### src/rtl/fprem_pkg.sv
package fprem_pkg;
  parameter int EXP_W = 16;
  parameter int SIG_W = 64;
  localparam int CNT_W = $clog2(SIG_W);

  typedef enum logic [2:0] {
    KD_PASS, KD_NANA, KD_NANB, KD_INVAL, KD_HALF, KD_FULL, KD_PART
  } kind_e;

  // control -> datapath strobes
  typedef struct packed {
    logic load;
    logic init;
    logic step;
    logic finish;
  } strobe_t;

  // datapath -> control status
  typedef struct packed {
    logic fast;
    logic lastStep;
  } status_t;
endpackage

### src/rtl/fprem_dp.sv
module fprem_dp
  import fprem_pkg::*;
#(
  parameter int EW = EXP_W,
  parameter int SW = SIG_W
) (
  input  logic          clk,
  input  logic          rst,
  input  strobe_t       stb,
  output status_t       sts,
  input  logic          roundNearest,
  input  logic          aSign,
  input  logic [EW-1:0] aExp,
  input  logic [SW-1:0] aSig,
  input  logic          bSign,
  input  logic [EW-1:0] bExp,
  input  logic [SW-1:0] bSig,
  output logic          resSign,
  output logic [EW-1:0] resExp,
  output logic [SW-1:0] resSig,
  output logic [3:0]    condCode,
  output logic          invalidOp
);
  localparam int CW = $clog2(SW);
  localparam int DW = EW + 2;
  localparam logic [SW-1:0] QUIET = {2'b01, {(SW-2){1'b0}}};
  localparam logic [SW-1:0] INDEF = {2'b11, {(SW-2){1'b0}}};

  logic          aS, bS, rndR;
  logic [EW-1:0] aE, bE, baseExp;
  logic [SW-1:0] aM, bM;
  logic [SW:0]   rem, dvs;
  logic [2:0]    quo;
  logic [CW-1:0] cnt;
  kind_e         kind, kindNext;

  // operand classes from latched operands
  logic aNan, aInf, aZero, bNan, bInf, bZero;
  assign aNan  = (aE == '1) && (|aM[SW-2:0]);
  assign aInf  = (aE == '1) && !(|aM[SW-2:0]);
  assign aZero = (aE == '0) && (aM == '0);
  assign bNan  = (bE == '1) && (|bM[SW-2:0]);
  assign bInf  = (bE == '1) && !(|bM[SW-2:0]);
  assign bZero = (bE == '0) && (bM == '0);

  logic signed [DW-1:0] expDiff;
  logic [CW-1:0]        partN;
  assign expDiff = $signed({2'b00, aE}) - $signed({2'b00, bE});
  assign partN   = {1'b1, expDiff[CW-2:0]};

  always_comb begin
    if (aNan)                     kindNext = KD_NANA;
    else if (bNan)                kindNext = KD_NANB;
    else if (bZero || aInf)       kindNext = KD_INVAL;
    else if (aZero || bInf)       kindNext = KD_PASS;
    else if (expDiff <= -2)       kindNext = KD_PASS;
    else if (expDiff == -1)       kindNext = KD_HALF;
    else if (expDiff < DW'(SW))   kindNext = KD_FULL;
    else                          kindNext = KD_PART;
  end

  assign sts.fast     = (kindNext != KD_FULL) && (kindNext != KD_PART);
  assign sts.lastStep = (cnt == '0);

  // one restoring step
  logic          geDvs;
  logic [SW:0]   stepRem;
  assign geDvs   = rem >= dvs;
  assign stepRem = geDvs ? rem - dvs : rem;

  // finishing: nearest correction, normalization
  logic [SW:0]   alt;
  logic          doRound;
  logic [SW-1:0] fin, normSig;
  logic [2:0]    quoF;
  logic [CW:0]   lz;
  logic [EW-1:0] normExp;

  function automatic logic [CW:0] lead0(input logic [SW-1:0] v);
    lead0 = (CW+1)'(SW);
    for (int i = 0; i < SW; i++) if (v[i]) lead0 = (CW+1)'(SW - 1 - i);
  endfunction

  assign alt     = dvs - rem;
  assign doRound = rndR && (kind == KD_HALF || kind == KD_FULL) &&
                   ((alt < rem) || ((alt == rem) && quo[0]));
  assign fin     = doRound ? alt[SW-1:0] : rem[SW-1:0];
  assign quoF    = quo + {2'b00, doRound};
  assign lz      = lead0(fin);
  assign normSig = fin << lz;
  assign normExp = baseExp - EW'(lz);

  always_ff @(posedge clk) begin
    if (rst) begin
      {aS, aE, aM, bS, bE, bM, rndR} <= '0;
      {rem, dvs, quo, cnt, baseExp}  <= '0;
      kind      <= KD_PASS;
      resSign   <= 1'b0;
      resExp    <= '0;
      resSig    <= '0;
      condCode  <= '0;
      invalidOp <= 1'b0;
    end else begin
      if (stb.load) begin
        aS <= aSign; aE <= aExp; aM <= aSig;
        bS <= bSign; bE <= bExp; bM <= bSig;
        rndR <= roundNearest;
      end
      if (stb.init) begin
        kind <= kindNext;
        rem  <= {1'b0, aM};
        dvs  <= (kindNext == KD_HALF) ? {bM, 1'b0} : {1'b0, bM};
        quo  <= '0;
        cnt  <= (kindNext == KD_FULL) ? expDiff[CW-1:0] : partN;
        case (kindNext)
          KD_FULL: baseExp <= bE;
          KD_PART: baseExp <= aE - EW'(partN);
          default: baseExp <= aE;
        endcase
      end
      if (stb.step) begin
        quo <= {quo[1:0], geDvs};
        rem <= sts.lastStep ? stepRem : {stepRem[SW-1:0], 1'b0};
        cnt <= cnt - 1'b1;
      end
      if (stb.finish) begin
        condCode  <= '0;
        invalidOp <= 1'b0;
        case (kind)
          KD_PASS: {resSign, resExp, resSig} <= {aS, aE, aM};
          KD_NANA: {resSign, resExp, resSig} <= {aS, aE, aM | QUIET};
          KD_NANB: {resSign, resExp, resSig} <= {bS, bE, bM | QUIET};
          KD_INVAL: begin
            {resSign, resExp, resSig} <= {1'b1, {EW{1'b1}}, INDEF};
            invalidOp <= 1'b1;
          end
          default: begin
            resSign <= aS ^ doRound;
            resExp  <= (fin == '0) ? '0 : normExp;
            resSig  <= normSig;
            condCode <= (kind == KD_PART) ? 4'b0100
                                          : {quoF[1], 1'b0, quoF[0], quoF[2]};
          end
        endcase
      end
    end
  end
endmodule

### src/rtl/fprem_ctrl.sv
module fprem_ctrl
  import fprem_pkg::*;
(
  input  logic    clk,
  input  logic    rst,
  input  logic    start,
  input  status_t sts,
  output strobe_t stb,
  output logic    busy,
  output logic    done
);
  typedef enum logic [1:0] {ST_IDLE, ST_PREP, ST_LOOP, ST_FIN} state_e;
  state_e st, nxt;

  always_comb begin
    stb = '0;
    nxt = st;
    case (st)
      ST_IDLE: if (start) begin stb.load = 1'b1; nxt = ST_PREP; end
      ST_PREP: begin stb.init = 1'b1; nxt = sts.fast ? ST_FIN : ST_LOOP; end
      ST_LOOP: begin stb.step = 1'b1; if (sts.lastStep) nxt = ST_FIN; end
      default: begin stb.finish = 1'b1; nxt = ST_IDLE; end
    endcase
  end

  assign busy = (st != ST_IDLE);

  always_ff @(posedge clk) begin
    if (rst) begin
      st   <= ST_IDLE;
      done <= 1'b0;
    end else begin
      st   <= nxt;
      done <= stb.finish;
    end
  end
endmodule

### src/rtl/fprem_unit.sv
module fprem_unit
  import fprem_pkg::*;
#(
  parameter int EW = EXP_W,
  parameter int SW = SIG_W
) (
  input  logic          clk,
  input  logic          rst,
  input  logic          start,
  input  logic          roundNearest,
  input  logic          aSign,
  input  logic [EW-1:0] aExp,
  input  logic [SW-1:0] aSig,
  input  logic          bSign,
  input  logic [EW-1:0] bExp,
  input  logic [SW-1:0] bSig,
  output logic          done,
  output logic          resSign,
  output logic [EW-1:0] resExp,
  output logic [SW-1:0] resSig,
  output logic [3:0]    condCode,
  output logic          invalidOp
);
  strobe_t stb;
  status_t sts;
  logic    busy;

  fprem_ctrl u_ctrl (
    .clk(clk), .rst(rst), .start(start), .sts(sts),
    .stb(stb), .busy(busy), .done(done)
  );

  fprem_dp #(.EW(EW), .SW(SW)) u_dp (
    .clk(clk), .rst(rst), .stb(stb), .sts(sts),
    .roundNearest(roundNearest),
    .aSign(aSign), .aExp(aExp), .aSig(aSig),
    .bSign(bSign), .bExp(bExp), .bSig(bSig),
    .resSign(resSign), .resExp(resExp), .resSig(resSig),
    .condCode(condCode), .invalidOp(invalidOp)
  );
endmodule

### config.mk
export PLATFORM = sky130hd
export DESIGN_NAME = fprem_unit
export DESIGN_NICKNAME = d
export VERILOG_FILES = /design/src/rtl/fprem_pkg.sv /design/src/rtl/fprem_dp.sv /design/src/rtl/fprem_ctrl.sv /design/src/rtl/fprem_unit.sv
export SDC_FILE = /design/constraint.sdc
export NUM_CORES = 2
export LEC_CHECK = 0
export BUFFER_PORTS_ARGS = -buffer_cell sky130_fd_sc_hd__buf_2
export CAP_MARGIN = 20
export CORE_AREA = 2 2 374 265
export CTS_BUF_LIST = sky130_fd_sc_hd__clkbuf_4
export CTS_CLUSTER_DIAMETER = 150
export CTS_CLUSTER_SIZE = 12
export DETAILED_ROUTE_END_ITERATION = 10
export DIE_AREA = 0 0 376 267
export PLACE_DENSITY = 0.53
export SETUP_SLACK_MARGIN = 0.15
export SYNTH_ARGS = -nofsm -noshare
export SYNTH_HDL_FRONTEND = slang
export SYNTH_SLANG_ARGS = --single-unit
### constraint.sdc
create_clock -name clk -period 12.24 [get_ports clk]
set_input_delay 2.448 -clock clk [delete_from_list [all_inputs] [get_ports clk]]
set_output_delay 2.448 -clock clk [all_outputs]
set_load 0.05 [all_outputs]
Word level (Yosys, flattened, before mapping)
Cells that the tools add are included.
Storage, ports and cells
  output and inout bits: 87
  flip-flop bits (word level): 410
  logic and storage cells: 185
  input port bits: 166
Cells by class
  multiplexer cells: 99
  bitwise logic cells: 1
  equal/unequal tests: 20
  $add $sub $neg: 7
  reduce and logical (&&, ||, !) cells: 32
  $lt $le $gt $ge: 4
  shift-type cells: 1
Operator list (number)
  two-way mux 7 bit: 64
  two-way mux 65 bit: 5
  case mux 64 bit (4 select lines): 1
  zero test 64 bit: 3
  subtractor 65 bit: 2
  OR reduction 63 bit: 2
  == test 65 bit: 1
  greater-or-equal comparator 65 bit: 1
  < comparator 65 bit: 1
  two-way mux 64 bit: 1
  left shift 64 x 7 -> 64 bit: 1
  case mux 16 bit (3 select lines): 1
  == test 16 bit (second input constant): 2
  zero test 16 bit: 2
  case mux 16 bit (2 select lines): 1
  two-way mux 3 bit: 8
  == test 3 bit (second input constant): 6
  two-way mux 6 bit: 3
  == test 17 x 1 -> 1 bit (second input constant): 1
  less-or-equal comparator 17 x 2 -> 1 bit (second input constant): 1
  < comparator 17 x 8 -> 1 bit (second input constant): 1
  subtractor 16 x 16 -> 17 bit: 1
  two-way mux 16 bit: 1
  subtractor 16 x 6 -> 16 bit: 1
  27 further kinds: 53

Logic depth before layout (Yosys ltp)
  depth after elaboration: 73
  gate-level depth with buffers: 48
  depth with buffers taken out: 43

Hierarchy
From an unflattened synthesis, not the netlist that was laid out.
Second synthesis, totals
  cells, all modules: 5139
  area, all modules: 38114.1 um^2
Modules (own cells, without submodules)
  fprem_dp: instances 1, cells an instance 5118, area each 37922.6 um^2
  fprem_ctrl: instances 1, cells an instance 21, area each 191.4 um^2

Worst setup path before layout
OpenSTA, ideal clock, no wires.
  path kind: register to register
  from: register u_dp.rem[0]
  to: register u_dp.resExp[8]
  cell stages (with the launch flop): 47
  buffers on the path: 7
  setup slack: 3.245 ns
  data arrival time: 8.867 ns
  setup time: 0.128 ns
  cell sequence: dfxtp_1 ha_1 inv_1 fa_1 a21o_1 a221oi_4 o31ai_2 o2111ai_2 nand3_2 o21a_1 a311oi_4 o21a_1 xor2_1 inv_1 ha_1 nand4_2 nor3_1 a22o_1 [... 11 more ...] o2111ai_1 a21oi_1 inv_1 buf_2 buf_1 clkbuf_1 ha_1 nor2b_1 o21ai_0 nand2b_1 nand3_1 nand2_1 a21oi_1 nor2b_1 xnor2_1 o221ai_1 o21ai_0 nor2_1
On the way
  word-level cells in the longest chain between the ends: 73
  elaborated cells on any way between the ends: 75
  those cells by class: add/sub (2); order compare (1); eq/ne (1); mux (67); reduce/logical (4)
RTL lines
  start: declaration: line fprem_dp.sv:32  | logic [SW:0] rem, dvs;
  start signal: assignment: line fprem_dp.sv:111  | rem <= {1'b0, aM};
  start signal: assignment: line fprem_dp.sv:123  | rem <= sts.lastStep ? stepRem : {stepRem[SW-1:0], 1'b0};
  parallel branches: the longest is 5 deep, another holds subtractor 65 bit
  two-way mux 64 bit (*): line fprem_dp.sv:87  | assign fin = doRound ? alt[SW-1:0] : rem[SW-1:0];
  two-way mux 7 bit (64 in series): line fprem_dp.sv:81  | for (int i = 0; i < SW; i++) if (v[i]) lead0 = (CW+1)'(SW - 1 - i);
  subtractor 16 x 7 -> 16 bit: line fprem_dp.sv:91  | assign normExp = baseExp - EW'(lz);
  two-way mux 16 bit (*): line fprem_dp.sv:139  | resExp <= (fin == '0) ? '0 : normExp;
  case mux 16 bit (3 select lines) (*): line fprem_dp.sv:129  | case (kind)
  end signal: assignment: line fprem_dp.sv:130  | KD_PASS: {resSign, resExp, resSig} <= {aS, aE, aM};
  end signal: assignment: line fprem_dp.sv:131  | KD_NANA: {resSign, resExp, resSig} <= {aS, aE, aM | QUIET};
  end signal: assignment: line fprem_dp.sv:139
  end: declaration: line fprem_dp.sv:19  | output logic [EW-1:0] resExp,
Every way passes the cells marked *.
A chain may end at the register's enable or synchronous reset.

Final worst setup path
  from: register u_dp.rem[9]
  to: register u_dp.resSig[62]
On the way
  word-level cells in the longest chain between the ends: 72
  elaborated cells on any way between the ends: 73
  those cells by class: add/sub (1); order compare (1); eq/ne (1); shift (1); mux (66); reduce/logical (3)
RTL lines
  parallel branches: the longest is 5 deep, another holds subtractor 65 bit
  two-way mux 64 bit (*): line fprem_dp.sv:87
  two-way mux 7 bit (64 in series): line fprem_dp.sv:81
  left shift 64 x 7 -> 64 bit (*): line fprem_dp.sv:90  | assign normSig = fin << lz;
  case mux 64 bit (4 select lines) (*): line fprem_dp.sv:129
  end signal: assignment: line fprem_dp.sv:130
  end signal: assignment: line fprem_dp.sv:131
  end signal: assignment: line fprem_dp.sv:132  | KD_NANB: {resSign, resExp, resSig} <= {bS, bE, bM | QUIET};
  end: declaration: line fprem_dp.sv:20  | output logic [SW-1:0] resSig,
Marks and branches as above.

==> impl_metrics.csv <==
group,metric,value,unit
global_route,grt_util_met1,57.6,%
global_route,gr-usage-all-layers,38.3,%
clock_tree,cts_resized,0,
critical_path,crit_required,13.06,ns
drt,drt.antenna.violating_nets,0,
floorplan,core-area,97100,um2
sta,period_minus_slack,11.62,ns
critical_path,cp.arrival,12.44,ns
synth,ys.flop_type,"dfxtp_1",
sta,finalSetupTns,0,ns
floorplan,rows,96,
synth,synth.net_count,5741,
sta,fin_crit_sh,94.9,%
critical_path,crit_path_start_kind,"flip-flop",
drt,wire_per_inst,29.9,um
drt,first_iter_violations,6430,
clock_tree,clock_sinks,410,
placed_design,portBuffers,252,
critical_path,cp-end-kind,"flip-flop",
sta,max_freq,86.1,MHz
global_route,grtUsageMet2,52.2,%
floorplan,ios,253,
clock_tree,ctsHoldBuffers,0,
clock_tree,cts-buffers-inserted,40,
synth,mappedNetlistArea,37500,um2
finish,multi_input_area,26900,um2
global_route,grt_max_degree,111,
synth,synthTopCellsByCount,"779 x nand2_1, 614 x a21oi_1, 590 x nor2_1",
placed_design,hpwl,160000,um
hold_path,min_path_type,"reg2reg",
critical_path,path_class,"reg2reg",
synth,yosys_warnings,0,
synth,synthTopCellsByArea,"dfxtp_1 22%, a21oi_1 8.2%, nand2_1 7.8%, ha_1 7.7%, nor2_1 5.9%",
sta,rsz0062_at_grt,"no",
floorplan,die_x,376,um
drt,vias_per_cell,6.46,
clock_tree,worst_skew_pair.late_latency,0.95,ns
clock_tree,clock-root-buffer,"clkbuf_4",
global_route,met3_usage,10.1,%
synth,ys_types,123,
global_route,grt_pass1_vias,38500,
global_route,antenna_found_initial,10,
finish,area_growth,8.36,%
synth,synth_edf_count,0,
synth,ys_async_sr_fraction,0,%
synth,yosys.area.top_type,"dfxtp_1",
sta,hold_viol_final,0,
critical_path,cp_max_fo,62,
synth,synth_top_area_share,21.9,%
floorplan,start_util,38.6,%
flow_run,max_cap_violations,0,
global_route,grt_overflow_total,0,
floorplan,die_y,267,um
clock_tree,postCtsSetupRepairBufs,0,
global_route,grt_pass1_wl,284000,um
finish,register_area,8210,um2
sta,slew_violations,0,
sta,setup_viol,0,
sta,maxSlewHeadroom,14.9,%
critical_path,slowest_stage,"o21ai_1",
synth,ys_seq_area_share,21.9,%
drt,drt_pass1_iterations,7,
finish,final_nets,5827,
clock_tree,clock_path_buffers,3,
floorplan,die_area,100000,um2
global_route,grt-busiest-layer,"met1",
critical_path,max_stage_delay,0.88,ns
drt,drc,0,
sta,clock_skew,0.0916,ns
synth,synth_area_per_cell,7.02,um2
drt,wirelength,200000,um
finish,fill_cells,10500,
synth,syn-instance-count,5339,
synth,synth_most_common_cell,"nand2_1",
finish,drive_gt1_share,11.6,%
sta,tightest_slew,1.27,ns
synth,ys_ff_latch,410,
status,status,"complete, no violations",
clock_tree,cts_tree,"done",
clock_tree,path_clk_slew,0.16,ns
drt,vias,43400,
placed_design,gp_congestion,1.06,
clock_tree,htreeDepth,2,
[kinds of logic (layout without fill, tap and decap cells)]
group                    count (synthesis)  count (layout)  share of synthesized area, %
AND/OR/NAND/NOR                       1974            1974                          23.4
AO/OA/AOI/OAI                         1720            1720                          30.0
buffers and inverters                  623             711                          6.76
flip-flops                             410             410                          21.9
multiplexers                           250             250                          7.02
adder cells (fa/ha/maj)                236             236                          7.98
XOR/XNOR                               126             126                          2.96
other                                    0              13                             0
[state kept, by name, summed over array words and instances, names as in the netlist, 4 cells and up]
register,cells
u_dp.resExp,16
u_dp.cnt,6
u_dp.aM,64
u_dp.rem,65
u_dp.baseExp,16
u_dp.bE,16
u_dp.condCode,4
u_dp.resSig,64
u_dp.dvs,65
u_dp.aE,16
u_dp.bM,64
[through the flow]
step	instances	setup WS [ns]	hold WS, ns	util (%)	cell area [um2]
after floorplan	5339	3.25	0.437	-	37500
after global placement	6656	1.32	0.450	41.4	40200
after detailed placement	6657	1.26	0.451	41.4	40200
after CTS	6701	1.13	0.471	41.8	40600
after global routing	6704	0.603	0.489	41.8	40600
final	6714	0.623	0.474	41.8	40600
[critical path: cells and delay by family (launching register included)]
kind                     cells  cell delay (ns)
AO/OA/AOI/OAI               17             5.43
AND/OR/NAND/NOR              7             1.48
buffers and inverters        5             1.30
multiplexers                 3             1.18
adder cells (fa/ha/maj)      2             0.85
flip-flops                   1             0.65
XOR/XNOR                     1             0.49
[worst paths after layout]
path | start | to | slack (ns) | cells past startpoint
setup / recovery | u_dp.rem[9] | u_dp.resSig[62] | 0.62 | 35
hold / removal | u_dp.bS | u_dp.bS | 0.47 | 2
setup reg to reg | u_dp.rem[9] | u_dp.resSig[62] | 0.62 | 35
hold reg to reg | u_dp.bS | u_dp.bS | 0.47 | 2
[layout make-up]
class / count / share of cell area [%]
Multi-Input combinational cell: 4306 / 66.2
Clock buffer: 40 / 0.739
Tap cell: 1274 / 3.93
Antenna cell: 13 / 0.0801
Sequential cell: 410 / 20.2
Timing Repair Buffer: 420 / 6.46
Clock inverter: 4 / 0.129
Inverter: 247 / 2.30
[cell usage in the layout (no fill, tap or decap), types with 29 or more instances in the layout]
cell type,instances
o21ai_0,255
ha_1,228
a211oi_1,137
a221oi_1,59
nor2_1,587
nand4_1,92
nand2_1,777
dfxtp_1,410
nand3_1,109
o211ai_1,56
buf_2,251
o21bai_1,32
a311oi_1,29
a21o_1,98
nor4_1,68
xnor2_1,71
buf_4,160
mux2_2,63
a31oi_1,87
clkbuf_4,40
nor3_1,159
a21oi_1,613
xor2_1,54
inv_1,240
mux2i_1,176
[per-layer routing]
layer | up-vias | routed length (um)
met5 | - | 13
met4 | 2 | 6600
met3 | 289 | 24600
met2 | 2564 | 77700
met1 | 21000 | 91600
li1 | 19500 | -
Power is not shown: default switching activity piles up to over one toggle a cycle in this logic, so the estimate is an artifact.
